**config.mk**
```make
export PLATFORM = sky130hd
export DESIGN_NAME = trg_out_combiner
export DESIGN_NICKNAME = d
export VERILOG_FILES = /design/src/rtl/trg_pkg.sv /design/src/rtl/trg_cfg_regs.sv /design/src/rtl/trg_combine.sv /design/src/rtl/trg_delay.sv /design/src/rtl/trg_out_combiner.sv
export SDC_FILE = /design/constraint.sdc
export NUM_CORES = 1
export LEC_CHECK = 0
export ABC_AREA = 1
export BUFFER_PORTS_ARGS = -buffer_cell sky130_fd_sc_hd__buf_2
export CAP_MARGIN = 20
export CORE_ASPECT_RATIO = 0.5
export CORE_MARGIN = 3
export CORE_UTILIZATION = 50
export CTS_CLUSTER_DIAMETER = 120
export DETAILED_ROUTE_END_ITERATION = 6
export GPL_TIMING_DRIVEN = 0
export HOLD_SLACK_MARGIN = 0.03
export PLACE_DENSITY_LB_ADDON = 0.25
export SYNTH_ARGS = -nofsm -noshare
export SYNTH_HDL_FRONTEND = slang
export SYNTH_SLANG_ARGS = --single-unit
```
**constraint.sdc**
```tcl
create_clock -name clk -period 4.71 [get_ports clk]
set_input_delay 0.2355 -clock clk [delete_from_list [all_inputs] [get_ports clk]]
set_output_delay 0.2355 -clock clk [all_outputs]
set_load 0.02 [all_outputs]
```
**src/rtl/trg_pkg.sv**
```systemverilog
package trg_pkg;

    localparam int N_IN     = 9;
    localparam int DLY_W    = 5;
    localparam int WORD_W   = 32;
    localparam int OR_LSB   = 16;
    localparam int AND_LSB  = 0;
    localparam int HOLD_BIT = 31;
    localparam int MAX_DLY  = (1 << DLY_W) - 1;

    typedef logic [N_IN-1:0] trg_vec_t;

    typedef struct packed {
        trg_vec_t or_sel;
        trg_vec_t and_sel;
    } sel_cfg_t;

    typedef struct packed {
        logic             hold;
        logic [DLY_W-1:0] dly;
    } lane_ctl_t;

    typedef enum logic {
        WSEL_MASK = 1'b0,
        WSEL_CTRL = 1'b1
    } wsel_e;

    localparam sel_cfg_t  SEL_RESET = '{or_sel: '0, and_sel: '0};
    localparam lane_ctl_t CTL_RESET = '{hold: 1'b1, dly: '0};

    function automatic sel_cfg_t word_to_sel(input logic [WORD_W-1:0] w);
        sel_cfg_t s;
        s.or_sel  = w[OR_LSB  +: N_IN];
        s.and_sel = w[AND_LSB +: N_IN];
        return s;
    endfunction

    function automatic lane_ctl_t word_to_ctl(input logic [WORD_W-1:0] w);
        lane_ctl_t c;
        c.hold = w[HOLD_BIT];
        c.dly  = w[DLY_W-1:0];
        return c;
    endfunction

endpackage

```
**src/rtl/trg_cfg_regs.sv**
```systemverilog
module trg_cfg_regs
    import trg_pkg::*;
#(
    parameter int N_OUT = 6,
    parameter int AW    = $clog2(N_OUT) + 1
) (
    input  logic                clk,
    input  logic                rst,
    input  logic                we_i,
    input  logic [AW-1:0]       addr_i,
    input  logic [WORD_W-1:0]   wdata_i,
    output sel_cfg_t            sel_o [N_OUT],
    output lane_ctl_t           ctl_o [N_OUT]
);
    localparam int IW = AW - 1;

    logic [IW-1:0] lane_idx;
    wsel_e         wsel;

    assign lane_idx = addr_i[AW-1:1];
    assign wsel     = wsel_e'(addr_i[0]);

    for (genvar g = 0; g < N_OUT; g++) begin : g_lane
        logic hit;
        assign hit = we_i && (lane_idx == IW'(g));

        always_ff @(posedge clk) begin
            if (rst) begin
                sel_o[g] <= SEL_RESET;
                ctl_o[g] <= CTL_RESET;
            end else if (hit) begin
                if (wsel == WSEL_MASK) sel_o[g] <= word_to_sel(wdata_i);
                else                   ctl_o[g] <= word_to_ctl(wdata_i);
            end
        end

        AST_RESET_STATE: assert property (@(posedge clk) disable iff (rst)
            $fell(rst) |-> (ctl_o[g].hold && sel_o[g] == SEL_RESET));
    end

endmodule

```
**src/rtl/trg_combine.sv**
```systemverilog
module trg_combine
    import trg_pkg::*;
(
    input  logic      clk,
    input  logic      rst,
    input  trg_vec_t  trig_i,
    input  sel_cfg_t  sel_i,
    input  logic      hold_i,
    output logic      ev_o
);
    trg_vec_t seen_q;
    trg_vec_t have;
    logic     or_hit;
    logic     and_hit;
    logic     fire;
    logic     fire_q;
    logic     ev_q;

    assign have    = (seen_q | trig_i) & sel_i.and_sel;
    assign and_hit = (sel_i.and_sel != '0) && (have == sel_i.and_sel);
    assign or_hit  = |(trig_i & sel_i.or_sel);
    assign fire    = or_hit || and_hit;

    always_ff @(posedge clk) begin
        if (rst || hold_i) begin
            seen_q <= '0;
            fire_q <= 1'b0;
            ev_q   <= 1'b0;
        end else begin
            fire_q <= fire;
            ev_q   <= fire && !fire_q;
            seen_q <= and_hit ? '0 : (seen_q | (trig_i & sel_i.and_sel));
        end
    end

    assign ev_o = ev_q;

    AST_ONE_CYCLE: assert property (@(posedge clk) disable iff (rst)
        ev_q |=> !ev_q);

    AST_EMPTY_AND: assert property (@(posedge clk) disable iff (rst)
        (sel_i.and_sel == '0 && (trig_i & sel_i.or_sel) == '0) |=> !ev_q);

    AST_SEEN_CLEAR: assert property (@(posedge clk) disable iff (rst)
        (and_hit || hold_i) |=> (seen_q == '0));

endmodule

```
**src/rtl/trg_delay.sv**
```systemverilog
module trg_delay
    import trg_pkg::*;
(
    input  logic      clk,
    input  logic      rst,
    input  logic      ev_i,
    input  lane_ctl_t ctl_i,
    output logic      pulse_o
);
    logic [MAX_DLY-1:0] line_q;
    logic [DLY_W-1:0]   tap;

    assign tap = ctl_i.dly - 1'b1;

    always_ff @(posedge clk) begin
        if (rst || ctl_i.hold) line_q <= '0;
        else                   line_q <= {line_q[MAX_DLY-2:0], ev_i};
    end

    assign pulse_o = (ctl_i.dly == '0) ? ev_i : line_q[tap];

    AST_HOLD_QUIET: assert property (@(posedge clk) disable iff (rst)
        (ctl_i.hold && $past(ctl_i.hold)) |-> !pulse_o);

endmodule

```
**src/rtl/trg_out_combiner.sv**
```systemverilog
module trg_out_combiner
    import trg_pkg::*;
#(
    parameter int N_OUT = 6,
    localparam int AW   = $clog2(N_OUT) + 1
) (
    input  logic              clk,
    input  logic              rst,
    input  logic              cfg_we,
    input  logic [AW-1:0]     cfg_addr,
    input  logic [WORD_W-1:0] cfg_wdata,
    input  logic [N_IN-1:0]   trig_in,
    output logic [N_OUT-1:0]  trig_out
);
    sel_cfg_t  sel [N_OUT];
    lane_ctl_t ctl [N_OUT];

    trg_cfg_regs #(.N_OUT(N_OUT), .AW(AW)) u_cfg (
        .clk     (clk),
        .rst     (rst),
        .we_i    (cfg_we),
        .addr_i  (cfg_addr),
        .wdata_i (cfg_wdata),
        .sel_o   (sel),
        .ctl_o   (ctl)
    );

    for (genvar g = 0; g < N_OUT; g++) begin : g_out
        logic ev;

        trg_combine u_comb (
            .clk    (clk),
            .rst    (rst),
            .trig_i (trig_in),
            .sel_i  (sel[g]),
            .hold_i (ctl[g].hold),
            .ev_o   (ev)
        );

        trg_delay u_dly (
            .clk     (clk),
            .rst     (rst),
            .ev_i    (ev),
            .ctl_i   (ctl[g]),
            .pulse_o (trig_out[g])
        );
    end

    AST_RESET_QUIET: assert property (@(posedge clk)
        $past(rst) |-> (trig_out == '0));

endmodule

```
# [Word-level counts from Yosys, hierarchy flattened]
# Cells that the tools add are included.
[op_classes] mux=18 magnitude_cmp=6 n_eq_ne=11 bitwise=31 n_reduce_logical=73 add_sub_neg=6
[ops] cell="$and A9 B9 Y9" count=18
[ops] cell="$or A9 B9 Y9" count=12
[ops] cell="$eq A9 B9 Y1" count=6
[ops] cell="$reduce_bool A9 Y1" count=6
[ops] cell="$reduce_or A9 Y1" count=6
[ops] cell="$lt A5 B6 Y1 const B" count=6
[ops] cell="$bmux W1 S5" count=6
[ops] cell="$logic_not A5 Y1" count=6
[ops] cell="$sub A5 B1 Y5 const B" count=6
[ops] cell="$reduce_and A2 Y1" count=12
[ops] cell="$logic_and A1 B1 Y1" count=18
[ops] cell="$logic_or A1 B1 Y1" count=12
[ops] cell="$mux W1" count=12
[ops] cell="$reduce_or A2 Y1" count=6
[ops] cell="$eq A3 B2 Y1 const B" count=2
[ops] cell="$eq A3 B3 Y1 const B" count=2
[ops] cell="$logic_not A1 Y1" count=6
[ops] cell="$eq A3 B1 Y1 const B" count=1
[ops] cell="$logic_not A3 Y1" count=1
[ops] cell="$not A1 Y1" count=1
[totals] out_inout_bits=6 word_cells=193 regBits=396 inputBits=48

# [Logic depth before layout (Yosys ltp)]
[depth] word_depth=6 depth_mapped=13 depth_no_buf=9

# [Hierarchy]
# A second synthesis with hierarchy kept.
[hier_totals] hier_cells=2631 area_unflattened_um2=17583.1
[modules_own_cells] module="trg_delay" seq_area_each_um2=620.6 n_inst=6 cells_each=186 area_per_inst_um2=1345.0
[modules_own_cells] module="trg_cfg_regs" seq_area_each_um2=2882.8 n_inst=1 cells_each=1041 area_per_inst_um2=6465.0
[modules_own_cells] module="trg_combine" seq_area_each_um2=220.2 n_inst=6 cells_each=79 area_per_inst_um2=508.0

# [Worst setup path before layout]
# Ideal clock, no wire load.
[synth_path] path_kind="register to output" start="register u_cfg.ctl_o[30] in the netlist's numbering" end="output port trig_out[0]" t_arrival_ns=1.797 required_ns=4.475 setup_slack_ns=2.677 path_buffers=4 stages_incl_launch_ff=14 path_cell_list="dfxtp_1 buf_2 inv_2 buf_2 ha_1 buf_2 inv_1 nand3_1 nand3_1 nand3_1 nand2_1 nand2_1 nand3_1 buf_4"
[synth_via] elab_chain_cells=4 word_cells_on_any_way=5 classes_between="1 x add/sub; 3 x mux; 1 x reduce/logical"
[synth_lines] element="start, declared" line_no="trg_cfg_regs.sv:13" rtl="output lane_ctl_t ctl_o [N_OUT]"
[synth_lines] element="start signal, assigned by index" line_no="trg_cfg_regs.sv:33" rtl="else ctl_o[g] <= word_to_ctl(wdata_i);"
[synth_lines] element="$sub A5 B1 Y5" line_no="trg_delay.sv:13" rtl="assign tap = ctl_i.dly - 1'b1;"
[synth_lines] element="$bmux W1 S5" line_no="trg_delay.sv:20" rtl="assign pulse_o = (ctl_i.dly == '0) ? ev_i : line_q[tap];"
[synth_lines] element="$mux W1 (not written as such)" line_no="trg_delay.sv:20"
[synth_lines] element="$mux W1 (*)" line_no="trg_delay.sv:20"
[synth_lines] element="end, declared" line_no="trg_out_combiner.sv:13" rtl="output logic [N_OUT-1:0] trig_out"
# Mark *: on every way between the ends. The rest lies on a longest branch, timed or not. The select of a mux whose other input is x is not followed.

# [Worst setup path in the final report]
# Ends and elaborated chain as after synthesis.

==> results.py <==
metrics = {
    "setup_path": {
        "path_buf_inv": 7,
        "slowest_stage": "dfxtp_1",
        "critPathKind": "flop to primary output",
        "worstPathRequired_ps": 4470,
        "critical_path.top_delay_family": "buffers and inverters",
        "arrival_ps": 2890,
        "critPathLaunch": "u_cfg.ctl_o[30]",
        "critPathMaxFanout": 10,
        "max_stage_delay_ps": 290,
        "endpoint_kind": "primary output",
        "path_cells": "buf_2 > inv_2 > buf_2 > ha_1 > buf_2 > inv_1 > nand3_1 > nand3_1 > nand3_1 > nand2_1 > nand2_1 > nand3_1 > buf_4 > buf_2",
        "r2r_setup_slack_ps": 3460,
        "cp-start-kind": "flop",
        "r2r_start": "u_cfg.ctl_o[17]",
    },
    "route": {
        "final_antenna_net_count": 0,
        "drt_pass1_iterations": 5,
        "drt-total-wl_mm": 40.40,
        "vias": 13810,
        "routedWlPerCell_um": 14.82,
        "drc_errors": 0,
        "vias_per_cell": 5.065,
        "first_iter_violations": 1213,
    },
    "run_status": {
        "outcome": "complete, no violations",
    },
    "power_and_ir_drop": {
        "p_leak_nw": 7.068,
        "power_density_nw_per_um2": 401.1,
        "ir_drop_mv": 0.2347,
    },
    "job": {
        "cap_viol_max_count": 0,
    },
    "synth": {
        "ys_types": 29,
        "syn_nets": 2259,
        "synth_warnings": 0,
        "synth_area_per_cell_um2": 7.152,
        "netlist_instances": 2205,
        "synth_common_cells": "nand2_1 (421), dfxtp_1 (396), nor2_1 (364)",
        "synthArstFlopShare": 0,
        "yosysMostFrequentCell": "nand2_1",
        "synth_top_area_frac": 0.5027,
        "synth_top_area_cell": "dfxtp_1",
        "synth_seq_cells": 396,
        "synth_area_leaders": "dfxtp_1 (50%), nand2_1 (10%), nor2_1 (8.7%)",
        "syn-cell-area_um2": 15770,
        "synthFlopType": "dfxtp_1",
        "synth-edff-count": 0,
        "seq_area_frac_synth": 0.5027,
    },
    "placement": {
        "pre_cts_slack_ps": 2170,
        "gp_congestion": 0.9417,
        "dp_hpwl_mm": 26.31,
        "portBuffers": 30,
    },
    "global_routing": {
        "overflow": 0,
        "grt_max_degree": 17,
        "groute.usage.overall": 0.2358,
        "grt_first_pass_wirelength_mm": 65.05,
        "antenna_found_initial": 0,
        "first_global_vias": 12520,
    },
    "clock_tree": {
        "numCtsBuffers": 37,
        "htreeDepth": 2,
        "post_cts_buffers": 0,
        "clkLatencyLatePin_ps": 540,
        "cts_tree": "done",
        "cts_root_buf": "clkbuf_16",
        "clk_pin_slew_worst_paths_ps": 60,
        "cts.path.max_buffers": 3,
        "clock_sinks": 396,
    },
    "timing": {
        "rsz0062_at_grt": "no",
        "finalHoldViolCount": 0,
        "fin_tns_setup_ps": 0,
        "tightest_slew_ps": 951.5,
        "fin_ws_ps": 1587,
        "timing.slew.headroom": 0.3656,
        "setup_viol": 0,
        "holdWs_ps": 39.96,
        "finalCritPeriodShare": 0.6632,
        "maxSlewViolCount": 0,
        "fin_crit_ps": 3124,
        "clock_skew_ps": 26.04,
        "max_freq_ghz": 0.3202,
    },
    "cells_and_area": {
        "final_nets": 2331,
        "utilization": 0.5819,
        "area_delta_synth_final_pct": 13.22,
        "final.fill_count": 2868,
        "insertedDiodeCount": 0,
        "layout-drive-gt1-share": 0.07986,
    },
    "floorplan": {
        "die_w_um": 257.2,
        "core_um2": 30690,
        "dieArea_um2": 33840,
        "initial_utilization": 0.5139,
        "die_y_um": 131.6,
        "rows": 45,
        "io-pin-count": 54,
    },
    "min_path": {
        "hp-start": "cfg_wdata[3]",
        "min_path_type": "primary input to flop",
    },
}
-- final cells by class --
cell class / count / area [µm²] / area share
inverters: 310 / 1164 / 0.06517
well taps: 423 / 529.3 / 0.02964
clock buffers: 48 / 1070 / 0.05992
repair buffers: 33 / 180.2 / 0.01009
multi-input cells: 1387 / 6147 / 0.3443
plain buffers: 112 / 531.8 / 0.02978
flip-flops and latches: 396 / 7928 / 0.4440
clock inverters: 18 / 305.3 / 0.01710
-- state kept, by name, indices dropped and copies added (netlist names) --
| signal | count |
|---|---|
| u_cfg.ctl_o | 36 |
| g_out.u_comb.ev_o | 6 |
| g_out.u_dly.line_q | 186 |
| g_out.u_comb.seen_q | 54 |
| u_cfg.sel_o | 108 |
| g_out.u_comb.fire_q | 6 |
-- tightest hold or removal path: stages --
cell and delay (ps):
buf_2 110, o21ai_0 80, a21oi_1 110
-- routing by layer --
layer / vias to the layer above / share of wire / GRT usage
li1: 7030 / - / -
met1: 6278 / 0.46 / 0.3301
met2: 416 / 0.44 / 0.3676
met3: 88 / 0.074 / 0.04487
met4: 0 / 0.027 / 0.07542
met5: - / 0 / 0
-- cell usage in the layout (no fill, tap or decap), types with 5 or more instances in the layout --
cell	count
a21oi_1	173
a31oi_1	5
buf_2	86
buf_4	9
bufinv_16	8
clkbuf_1	46
clkbuf_16	39
clkbuf_8	6
clkinv_2	6
dfxtp_1	396
ha_1	6
inv_1	298
inv_2	11
nand2_1	421
nand2_2	7
nand3_1	237
nand4_1	6
nor2_1	364
nor3_1	22
o211ai_1	15
o21ai_0	103
o21ai_1	8
xnor2_1	6
xor2_1	6
-- through the flow --
step | cell area, µm² | cells | power [W]
final | 17850 | 2727 | 0.007162
after global routing | 17850 | 2727 | 0.007394
after global placement | 16450 | 2658 | 0.003846
after floorplan | 15770 | 2205 | 0.003708
after detailed placement | 16450 | 2658 | 0.003849
after CTS | 17850 | 2727 | 0.007191
-- kinds of logic (layout without fill, tap and decap cells) --
kind of cell	after synthesis	after routing	synth area share
buffers and inverters	422	521	0.1075
AND/OR/NAND/NOR	1064	1064	0.2783
adder cells (fa/ha/maj)	6	6	0.004760
XOR/XNOR	12	12	0.006665
flip-flops	396	396	0.5027
AO/OA/AOI/OAI	305	305	0.1000
-- final timing paths --
check                                            endpoint  cells past startpoint
worst min register to register       g_out[1].u_comb.ev_o                      1
worst max register to register  g_out[3].u_dly.line_q[16]                      4
worst max-delay path                          trig_out[0]                     14
worst min-delay path                      u_cfg.ctl_o[33]                      3
-- power by group --
part	switching [W]	internal, W	leakage [nW]
logic	0.000285	0.000113	3.20
registers	0.0000156	0.00337	3.19
clock network	0.00132	0.00205	0.675
-- timing repair --
item	CTS	global route
resized for setup	0	0
endpoints found under the hold margin	5	0
hold buffers	3	0
No activity file was read; power rests on OpenSTA's default activity.
